`src/rtl/sam_pkg.sv`:
```
package sam_pkg;
  localparam int BYTE_W = 8;
  localparam int ADDR_W = BYTE_W - 1;

  typedef enum logic [1:0] {
    PH_IDLE   = 2'd0,
    PH_HEADER = 2'd1,
    PH_LOW    = 2'd2,
    PH_DONE   = 2'd3
  } phase_e;
endpackage

```
`src/rtl/sam_prio.sv`:
```
module sam_prio #(
  parameter int N  = 3,
  parameter int IW = 2
) (
  input  logic [N-1:0]  req,
  output logic          any,
  output logic [IW-1:0] idx
);
  always_comb begin
    any = |req;
    idx = '0;
    for (int i = N - 1; i >= 0; i--) begin
      if (req[i]) idx = IW'(i);
    end
  end
endmodule

```
`src/rtl/sam_entry_bank.sv`:
```
module sam_entry_bank
  import sam_pkg::*;
#(
  parameter int N  = 3,
  parameter int IW = 2
) (
  input  logic                   clk,
  input  logic                   rst_n,
  input  logic                   cfg_we,
  input  logic                   cfg_lo,
  input  logic [IW-1:0]          cfg_sel,
  input  logic [BYTE_W-1:0]      cfg_data,
  input  logic                   stop_det,
  output logic [N-1:0][BYTE_W-1:0] ent,
  output logic [N-1:0][BYTE_W-1:0] low,
  output logic [N-1:0]           rw_bits
);
  logic [N-1:0][BYTE_W-1:0] ent_q, ent_d;
  logic [N-1:0][BYTE_W-1:0] low_q, low_d;
  logic [N-1:0]             ent_en, low_en;

  for (genvar g = 0; g < N; g++) begin : g_slot
    logic sel_hit;
    assign sel_hit   = cfg_we && (cfg_sel == IW'(g));
    assign ent_en[g] = (sel_hit && !cfg_lo) || stop_det;
    assign low_en[g] = sel_hit && cfg_lo;

    always_comb begin
      ent_d[g] = ent_q[g];
      low_d[g] = low_q[g];
      if (sel_hit && !cfg_lo) ent_d[g] = cfg_data;
      if (sel_hit && cfg_lo)  low_d[g] = cfg_data;
      if (stop_det)           ent_d[g][0] = 1'b0;
    end

    always_ff @(posedge clk or negedge rst_n) begin
      if (!rst_n) begin
        ent_q[g] <= '0;
        low_q[g] <= '0;
      end else begin
        if (ent_en[g]) ent_q[g] <= ent_d[g];
        if (low_en[g]) low_q[g] <= low_d[g];
      end
    end

    assign rw_bits[g] = ent_q[g][0];
  end

  assign ent = ent_q;
  assign low = low_q;
endmodule

```
`src/rtl/sam_compare.sv`:
```
module sam_compare
  import sam_pkg::*;
#(
  parameter int N = 3
) (
  input  logic [BYTE_W-1:0]        rx_byte,
  input  logic [N-1:0][BYTE_W-1:0] ent,
  input  logic [N-1:0][BYTE_W-1:0] low,
  input  logic [N-1:0]             cand,
  input  logic                     ten_bit,
  output logic [N-1:0]             hdr_hit,
  output logic [N-1:0]             low_hit
);
  for (genvar g = 0; g < N; g++) begin : g_cmp
    logic addr_eq, full_eq;
    assign addr_eq    = rx_byte[BYTE_W-1:1] == ent[g][BYTE_W-1:1];
    assign full_eq    = addr_eq && (rx_byte[0] == ent[g][0]);
    assign hdr_hit[g] = ten_bit ? full_eq : addr_eq;
    assign low_hit[g] = cand[g] && (rx_byte == low[g]);
  end
endmodule

```
`src/rtl/sam_seq.sv`:
```
module sam_seq
  import sam_pkg::*;
#(
  parameter int N  = 3,
  parameter int IW = 2
) (
  input  logic          clk,
  input  logic          rst_n,
  input  logic          start_det,
  input  logic          rstart_det,
  input  logic          stop_det,
  input  logic          byte_vld,
  input  logic          rx_lsb,
  input  logic          ten_bit,
  input  logic [N-1:0]  hdr_hit,
  input  logic          hdr_any,
  input  logic [IW-1:0] hdr_idx,
  input  logic          low_any,
  input  logic [IW-1:0] low_idx,
  output logic [N-1:0]  cand,
  output logic          match,
  output logic [IW-1:0] match_idx,
  output logic          dir_read
);
  phase_e        ph_q, ph_d;
  logic [N-1:0]  cand_d;
  logic          match_d, dir_d;
  logic [IW-1:0] idx_d;
  logic          upd_en;

  assign upd_en = stop_det || start_det || rstart_det || byte_vld;

  always_comb begin
    ph_d    = ph_q;
    cand_d  = cand;
    match_d = match;
    idx_d   = match_idx;
    dir_d   = dir_read;
    if (stop_det) begin
      ph_d    = PH_IDLE;
      cand_d  = '0;
      match_d = 1'b0;
      idx_d   = '0;
      dir_d   = 1'b0;
    end else if (start_det || rstart_det) begin
      ph_d    = PH_HEADER;
      cand_d  = '0;
      match_d = 1'b0;
      idx_d   = '0;
      dir_d   = 1'b0;
    end else if (byte_vld) begin
      unique case (ph_q)
        PH_HEADER: begin
          ph_d = PH_DONE;
          if (hdr_any) begin
            if (!ten_bit || rx_lsb) begin
              match_d = 1'b1;
              idx_d   = hdr_idx;
              dir_d   = rx_lsb;
            end else begin
              ph_d   = PH_LOW;
              cand_d = hdr_hit;
            end
          end
        end
        PH_LOW: begin
          ph_d   = PH_DONE;
          cand_d = '0;
          if (low_any) begin
            match_d = 1'b1;
            idx_d   = low_idx;
            dir_d   = 1'b0;
          end
        end
        default: ;
      endcase
    end
  end

  always_ff @(posedge clk or negedge rst_n) begin
    if (!rst_n) begin
      ph_q      <= PH_IDLE;
      cand      <= '0;
      match     <= 1'b0;
      match_idx <= '0;
      dir_read  <= 1'b0;
    end else if (upd_en) begin
      ph_q      <= ph_d;
      cand      <= cand_d;
      match     <= match_d;
      match_idx <= idx_d;
      dir_read  <= dir_d;
    end
  end
endmodule

```
`src/rtl/addr_match_top.sv`:
```
module addr_match_top
  import sam_pkg::*;
#(
  parameter int NUM_ENTRIES = 3,
  parameter int IDX_W       = $clog2(NUM_ENTRIES)
) (
  input  logic              clk,
  input  logic              rst_n,
  input  logic              byte_vld,
  input  logic [BYTE_W-1:0] byte_data,
  input  logic              start_det,
  input  logic              rstart_det,
  input  logic              stop_det,
  input  logic              ten_bit_mode,
  input  logic              cfg_we,
  input  logic              cfg_lo,
  input  logic [IDX_W-1:0]  cfg_sel,
  input  logic [BYTE_W-1:0] cfg_data,
  output logic              match,
  output logic [IDX_W-1:0]  match_idx,
  output logic              dir_read
);
  logic [NUM_ENTRIES-1:0][BYTE_W-1:0] ent, low;
  logic [NUM_ENTRIES-1:0]             rw_bits, cand, hdr_hit, low_hit;
  logic                               hdr_any, low_any;
  logic [IDX_W-1:0]                   hdr_idx, low_idx;

  sam_entry_bank #(.N(NUM_ENTRIES), .IW(IDX_W)) u_bank (
    .clk(clk), .rst_n(rst_n), .cfg_we(cfg_we), .cfg_lo(cfg_lo),
    .cfg_sel(cfg_sel), .cfg_data(cfg_data), .stop_det(stop_det),
    .ent(ent), .low(low), .rw_bits(rw_bits)
  );

  sam_compare #(.N(NUM_ENTRIES)) u_cmp (
    .rx_byte(byte_data), .ent(ent), .low(low), .cand(cand),
    .ten_bit(ten_bit_mode), .hdr_hit(hdr_hit), .low_hit(low_hit)
  );

  sam_prio #(.N(NUM_ENTRIES), .IW(IDX_W)) u_prio_hdr (
    .req(hdr_hit), .any(hdr_any), .idx(hdr_idx)
  );

  sam_prio #(.N(NUM_ENTRIES), .IW(IDX_W)) u_prio_low (
    .req(low_hit), .any(low_any), .idx(low_idx)
  );

  sam_seq #(.N(NUM_ENTRIES), .IW(IDX_W)) u_seq (
    .clk(clk), .rst_n(rst_n), .start_det(start_det), .rstart_det(rstart_det),
    .stop_det(stop_det), .byte_vld(byte_vld), .rx_lsb(byte_data[0]),
    .ten_bit(ten_bit_mode), .hdr_hit(hdr_hit), .hdr_any(hdr_any),
    .hdr_idx(hdr_idx), .low_any(low_any), .low_idx(low_idx), .cand(cand),
    .match(match), .match_idx(match_idx), .dir_read(dir_read)
  );
endmodule

```
`config.mk`:
```
export PLATFORM = sky130hd
export DESIGN_NAME = addr_match_top
export DESIGN_NICKNAME = d
export VERILOG_FILES = /design/src/rtl/sam_pkg.sv /design/src/rtl/sam_prio.sv /design/src/rtl/sam_entry_bank.sv /design/src/rtl/sam_compare.sv /design/src/rtl/sam_seq.sv /design/src/rtl/addr_match_top.sv
export SDC_FILE = /design/constraint.sdc
export NUM_CORES = 1
export LEC_CHECK = 0
export BUFFER_PORTS_ARGS = -buffer_cell sky130_fd_sc_hd__buf_4
export CAP_MARGIN = 20
export CELL_PAD_IN_SITES_DETAIL_PLACEMENT = 1
export CELL_PAD_IN_SITES_GLOBAL_PLACEMENT = 2
export CORE_UTILIZATION = 40
export CTS_CLUSTER_SIZE = 14
export DETAILED_ROUTE_END_ITERATION = 10
export GPL_TIMING_DRIVEN = 1
export PLACE_DENSITY_LB_ADDON = 0.1
export RECOVER_POWER = 50
export SLEW_MARGIN = 20
export SYNTH_ARGS = -nofsm -noshare
export SYNTH_HDL_FRONTEND = slang
export SYNTH_SLANG_ARGS = --single-unit
```
`constraint.sdc`:
```
create_clock -name clk -period 2.15 [get_ports clk]
set_clock_uncertainty 0.2 [all_clocks]
set_input_delay 0.3225 -clock clk [delete_from_list [all_inputs] [get_ports clk]]
set_output_delay 0.3225 -clock clk [all_outputs]
set_load 0.02 [all_outputs]
```
# ---- Yosys cells after proc, flatten, opt, wreduce, memory -nomap -nowiden
# Cells that the tools add are included.
dict set report totals {
  regBits 57
}
dict set report classes {
  muxes 48
  n_eq_ne 17
  reduce_logical 42
}
# operator n
set ops {}
lappend ops {{2-bit 2-to-1 mux} 16}
lappend ops {{8-bit == test} 3}
lappend ops {{1-bit 2-to-1 mux} 22}
lappend ops {{7-bit == test} 3}
lappend ops {{1-bit logical AND} 15}
lappend ops {{3-bit 2-to-1 mux} 5}
lappend ops {{4-bit by 3-bit != test with 1-bit output, second input constant} 3}
lappend ops {{2-bit AND reduction} 6}
lappend ops {{1-bit logical OR} 8}
lappend ops {{2-bit one-hot mux with 2 select lines} 2}
lappend ops {{3-bit one-hot mux with 2 select lines} 1}
lappend ops {{6-bit AND reduction} 1}
lappend ops {{2-bit nonzero test} 3}
lappend ops {{3-bit OR reduction} 2}
lappend ops {{5-bit AND reduction} 1}
lappend ops {{2-bit by 1-bit == test with 1-bit output, second input constant} 2}
lappend ops {{2-bit == test, second input constant} 2}
lappend ops {{4-bit by 2-bit != test with 1-bit output, second input constant} 1}
lappend ops {{1-bit one-hot mux with 2 select lines} 2}
lappend ops {{4-bit nonzero test} 1}
lappend ops {{1-bit == test} 3}
lappend ops {{3-bit AND reduction} 1}
lappend ops {{3-bit nonzero test} 1}
lappend ops {{1-bit zero test} 2}
lappend ops {{2-bit zero test} 1}

# ---- Longest topological paths before layout
dict set report depth {
  word_depth 12
  ltp_mapped 7
  mapped_depth_nobuf 6
}

# ---- Cells and area by module
# From an unflattened synthesis, not the netlist that was laid out.
dict set report hier_totals {
  hier_cells 246
  area_unflattened_um2 3007.9
}
# mod cells_each n_inst area_per_inst_um2
set modules_own_cells {}
lappend modules_own_cells {sam_entry_bank 113 1 1876.8}
lappend modules_own_cells {sam_compare 77 1 616.8}
lappend modules_own_cells {sam_seq 50 1 474.2}
lappend modules_own_cells {sam_prio 3 2 20.0}

# ---- Least setup slack after synthesis
# OpenSTA, ideal clock, no wires.
dict set report synth_path {
  path_type {input -> register}
  startpoint {input port byte_data[4]}
  endpoint {register u_seq.match_idx[1]}
  setup_slack_ps 214
  path_stages 7
  arrival_time_ps 1615
  setup_time_ps 120
  cell_sequence {buf_2 > xor2_1 > a211oi_2 > nand4_2 > a31o_1 > a211o_1 > o211a_1}
}
dict set report synth_via {
  elab_chain_cells 12
}
# item line_no
set synth_lines {}
lappend synth_lines {{start: declaration} addr_match_top.sv:10} ;# input logic [BYTE_W-1:0] byte_data,
lappend synth_lines {{7-bit == test} sam_compare.sv:16} ;# assign addr_eq = rx_byte[BYTE_W-1:1] == ent[g][BYTE_W-1:1];
lappend synth_lines {{1-bit logical AND} sam_compare.sv:17} ;# assign full_eq = addr_eq && (rx_byte[0] == ent[g][0]);
lappend synth_lines {{1-bit 2-to-1 mux} sam_compare.sv:18} ;# assign hdr_hit[g] = ten_bit ? full_eq : addr_eq;
lappend synth_lines {{2-bit 2-to-1 mux (3 in series)} sam_prio.sv:13} ;# if (req[i]) idx = IW'(i);
lappend synth_lines {{2-bit 2-to-1 mux} sam_seq.sv:56} ;# if (!ten_bit || rx_lsb) begin
lappend synth_lines {{2-bit 2-to-1 mux} sam_seq.sv:55} ;# if (hdr_any) begin
lappend synth_lines {{2-bit one-hot mux with 2 select lines} sam_seq.sv:52} ;# unique case (ph_q)
lappend synth_lines {{2-bit 2-to-1 mux} sam_seq.sv:51} ;# end else if (byte_vld) begin
lappend synth_lines {{2-bit 2-to-1 mux} sam_seq.sv:45} ;# end else if (start_det || rstart_det) begin
lappend synth_lines {{2-bit 2-to-1 mux} sam_seq.sv:39} ;# if (stop_det) begin
lappend synth_lines {{end signal: assignment} sam_seq.sv:91} ;# match_idx <= idx_d;
lappend synth_lines {{end: declaration} sam_seq.sv:22} ;# output logic [IW-1:0] match_idx,
# Several ways; a longest one is shown, not always the timed one. The select of a mux whose other input is x is not followed.
# A chain may end at the register's enable or synchronous reset.

# ---- Worst setup path after layout
dict set report layout_path {
  startpoint {register u_bank.ent_q, in the netlist u_bank.ent[10]}
  endpoint {register u_seq.dir_read}
}
dict set report layout_via {
  elab_chain_cells 6
}
# item line_no
set layout_lines {}
lappend layout_lines {{start: declaration} sam_entry_bank.sv:18} ;# logic [N-1:0][BYTE_W-1:0] ent_q, ent_d;
lappend layout_lines {{start signal: indexed assignment} sam_entry_bank.sv:41} ;# if (ent_en[g]) ent_q[g] <= ent_d[g];
lappend layout_lines {{7-bit == test (*)} sam_compare.sv:16}
lappend layout_lines {{1-bit logical AND} sam_compare.sv:17}
lappend layout_lines {{1-bit 2-to-1 mux (*)} sam_compare.sv:18}
lappend layout_lines {{3-bit OR reduction (*)} sam_prio.sv:10} ;# any = |req;
lappend layout_lines {{4-bit by 3-bit != test with 1-bit output (no source line) (*)} n/a}
lappend layout_lines {{6-bit AND reduction (no source line) (*)} n/a}
lappend layout_lines {{end signal: assignment} sam_seq.sv:92} ;# dir_read <= dir_d;
lappend layout_lines {{end: declaration} sam_seq.sv:23} ;# output logic dir_read
# Every way passes the cells marked *; elsewhere a longest branch is shown, timed or not.

==> impl_metrics.csv <==
group,metric,value,unit
logic_synthesis,netlist-cell-type-count,42,
placement,preCtsSetupSlack,-0.08533,ns
hold_path,min_from,"cfg_data[4]",
detailed_routing,firstDrtPassIters,4,
global_routing,track_usage,0.2072,
logic_synthesis,ys_top_cells_by_count,"dfrtp_1, xor2_1, mux2_1",
finish,drive_gt1_frac,0.2877,
run,drv_cap,0,
logic_synthesis,synth_most_common_cell,"dfrtp_1",
cts,clk_latency,0.34,ns
cts,root_buffer,"clkbuf_8",
floorplan,placementRows,30,
pwr,combPwrFrac,0.192,
floorplan,ios,31,
timing,worst_pin_slew,1.288,ns
critical_path,path_buf_inv,1,
timing,setup_viol,0,
logic_synthesis,syn_nets,265,
logic_synthesis,ys_seq_elements,57,
logic_synthesis,ys_top_cells_by_area,"dfrtp_1, mux2_1, xor2_1",
logic_synthesis,async_reset_ff_frac,1.000,
cts,cts_buffer_depth,2,
pwr,p_clk_frac,0.365,
finish,final-instance-count-excl-fill,388,
timing,final_max_slew_viol_count,0,
critical_path,worstPathCellList,"xor2_2, nor3_2, buf_4, nand4_1, a31o_1, a21oi_4, mux2i_1",
critical_path,timing.rr.start,"u_bank.ent[10]",
hold_path,whs_endpoint,"u_bank.ent[12]",
cts,cts_buffers,9,
placement,dpl.cell_count,370,
pwr,switching_share,0.2774,
finish,fillCellCount,738,
finish,syn_to_final_growth,22.80,%
logic_synthesis,syn_area_per_cell,12.33,sq um
critical_path,reg2reg_depth,7,
critical_path,cp-startpoint,"u_bank.ent[10]",
logic_synthesis,ys_seq_area_frac,0.4859,
floorplan,die_x,87.67,um
timing,relSlewSlack,0.1414,
pwr,power.density,868.3,nW/um^2
floorplan,initial_core_util,0.4227,
logic_synthesis,yosys.area.top_type,"dfrtp_1",
detailed_routing,vias,1961,
floorplan,die-area,7685,sq um
detailed_routing,final_antenna_net_count,0,
status,outcome,"complete, no violations",
critical_path,start_kind,"register",
critical_path,worstPathRequired,2.21,ns
timing,grt_setup_unrepaired,"no",
hold_path,hold_path_depth,2,
logic_synthesis,netlist_instances,238,
pwr,ir_drop,0.4808,mV
critical_path,critPathKind,"register to register",
floorplan,core,6944,sq um
critical_path,cp-end-kind,"register",
pwr,p_seq_frac,0.444,
placement,place.detailed.hpwl,5042,um
detailed_routing,drc_errors,0,
pwr,p_sw,0.0008683,W
global_routing,grt_pass1_wl,11470,um
timing,post-route-min-period,2.035,ns
critical_path,crit_family,"compound AO/OA/AOI/OAI gates",
global_routing,grt_overflow,0,
pwr,p_int,0.002262,W
critical_path,critPathMaxFanout,5,
finish,fin_nets,314,
cts,cts_tree,"yes",
placement,port_buffers,30,
cts,clk_pin_slew,0.07,ns
logic_synthesis,synth_flop_cell,"dfrtp_1",
timing,max_freq,0.4913,GHz
cts,clock-sinks,57,
cts,htree_levels,3,
finish,diodes,0,
hold_path,worstHoldPathType,"primary input to register",
critical_path,critPathSlowestCell,"dfrtp_1",
placement,routabilityCongestion,0.7428,
critical_path,cp.arrival,2.10,ns
logic_synthesis,yosysWarnings,0,
detailed_routing,wl_per_cell,17.92,um
timing,setup_slack,0.1147,ns
logic_synthesis,synth_top_area_share,0.4859,
detailed_routing,drtIter0Drc,49,
pwr,leakage,1.554,nW
floorplan,chipHeight,87.67,um
logic_synthesis,syn_area,2935,sq um
logic_synthesis,synth_edf_count,0,
detailed_routing,via_per_inst,5.054,
global_routing,grt_max_degree,58,
global_routing,antenna_found_initial,0,
timing,post-route-period-util,0.9466,
global_routing,grt_pass1_vias,2122,
critical_path,reg2reg_slack,0.11,ns
critical_path,max_stage_delay,0.41,ns
critical_path,reg2reg_to,"u_seq.dir_read",
cts,post_cts_buffers,0,
detailed_routing,routed_wl,6952,um
timing,hold_viol,0,
==> state kept, by name (all words and copies together), names as in the netlist <==
signal and cells:
u_bank.ent 24, u_bank.low 24, u_seq.cand 3, u_seq.match_idx 2, u_seq.ph_q 2, u_seq.dir_read 1, u_seq.match 1
==> worst max path at each step <==
stage | endpoint | slack (ns) | cells past startpoint
after floorplan | u_seq.match_idx[1] | 0.21 | 7
after global placement | u_seq.match_idx[1] | -0.05 | 7
after detailed placement | u_seq.dir_read | -0.09 | 7
after CTS | u_seq.dir_read | 0.05 | 6
after global routing | u_seq.dir_read | 0.03 | 7
final | u_seq.dir_read | 0.11 | 7
==> logic make-up (layout without fill, tap and decap cells) <==
| family | count (synthesis) | count (layout) | synth area share |
|---|---|---|---|
| flops | 57 | 57 | 0.4859 |
| simple gates | 53 | 53 | 0.1091 |
| mux | 50 | 50 | 0.1897 |
| buf+inv | 11 | 65 | 0.02344 |
| compound gates | 19 | 19 | 0.04859 |
| xor+xnor | 48 | 48 | 0.1432 |
==> layout make-up <==
| class | instances | area, sq um | share of cell area |
|---|---|---|---|
| clock buffers | 10 | 137.6 | 0.03818 |
| clock inverters | 6 | 91.34 | 0.02534 |
| multi-input cells | 170 | 1481 | 0.4110 |
| flip-flops and latches | 57 | 1426 | 0.3957 |
| well taps | 96 | 120.1 | 0.03332 |
| repair buffers | 49 | 347.8 | 0.09649 |
==> metrics by stage <==
stage | hold slack, ns | power (W) | TNS [ns] | area [sq um] | util
final | 0.04655 | 0.003130 | 0 | 3605 | 0.5191
after global routing | 0.04076 | 0.003295 | 0 | 3605 | 0.5191
after CTS | 0.03333 | 0.003155 | 0 | 3601 | 0.5186
after detailed placement | 0.2339 | 0.002001 | -0.1625 | 3352 | 0.4827
after global placement | 0.2474 | 0.001985 | -0.08352 | 3352 | 0.4827
after floorplan | -0.1731 | 0.001764 | 0 | 2935 | -
==> layout by cell type (no fill, tap or decap), types with 6 or more instances in the layout <==
cell / count
dfrtp_1: 57
xnor2_1: 14
xor2_1: 32
buf_4: 40
clkbuf_1: 6
mux2_1: 29
nand2_1: 10
nor3_1: 6
nor2_1: 8
clkbuf_8: 10
mux2_2: 16
==> routing by layer <==
layer / vias to the layer above / GRT usage / wire length, um
met5: - / 0 / 0
met4: 0 / 0.04471 / 65
met3: 8 / 0.05938 / 185
met2: 23 / 0.3295 / 3306
met1: 998 / 0.2823 / 3395
li1: 932 / - / -
==> worst register-to-register path: stages (launching register included) <==
cell and delay, ns:
dfrtp_1 0.41, xor2_2 0.16, nor3_2 0.17, buf_4 0.13
nand4_1 0.19, a31o_1 0.32, a21oi_4 0.18, mux2i_1 0.21
==> power groups by stage <==
stage | clock network (W) | registers [W] | logic (W)
final | 0.00114 | 0.00139 | 0.000600
after global routing | 0.00121 | 0.00142 | 0.000664
after CTS | 0.00117 | 0.00139 | 0.000600
after detailed placement | 0 | 0.00141 | 0.000593
after global placement | 0 | 0.00140 | 0.000587
after floorplan | 0 | 0.00138 | 0.000386
==> timing repair <==
item                                   in CTS  in global routing
hold buffers                                2                  0
resized for setup                           0                  6
endpoints found under the hold margin      61                  0
setup endpoints to repair                   0                  5
Power figures use the tool's default switching activity.
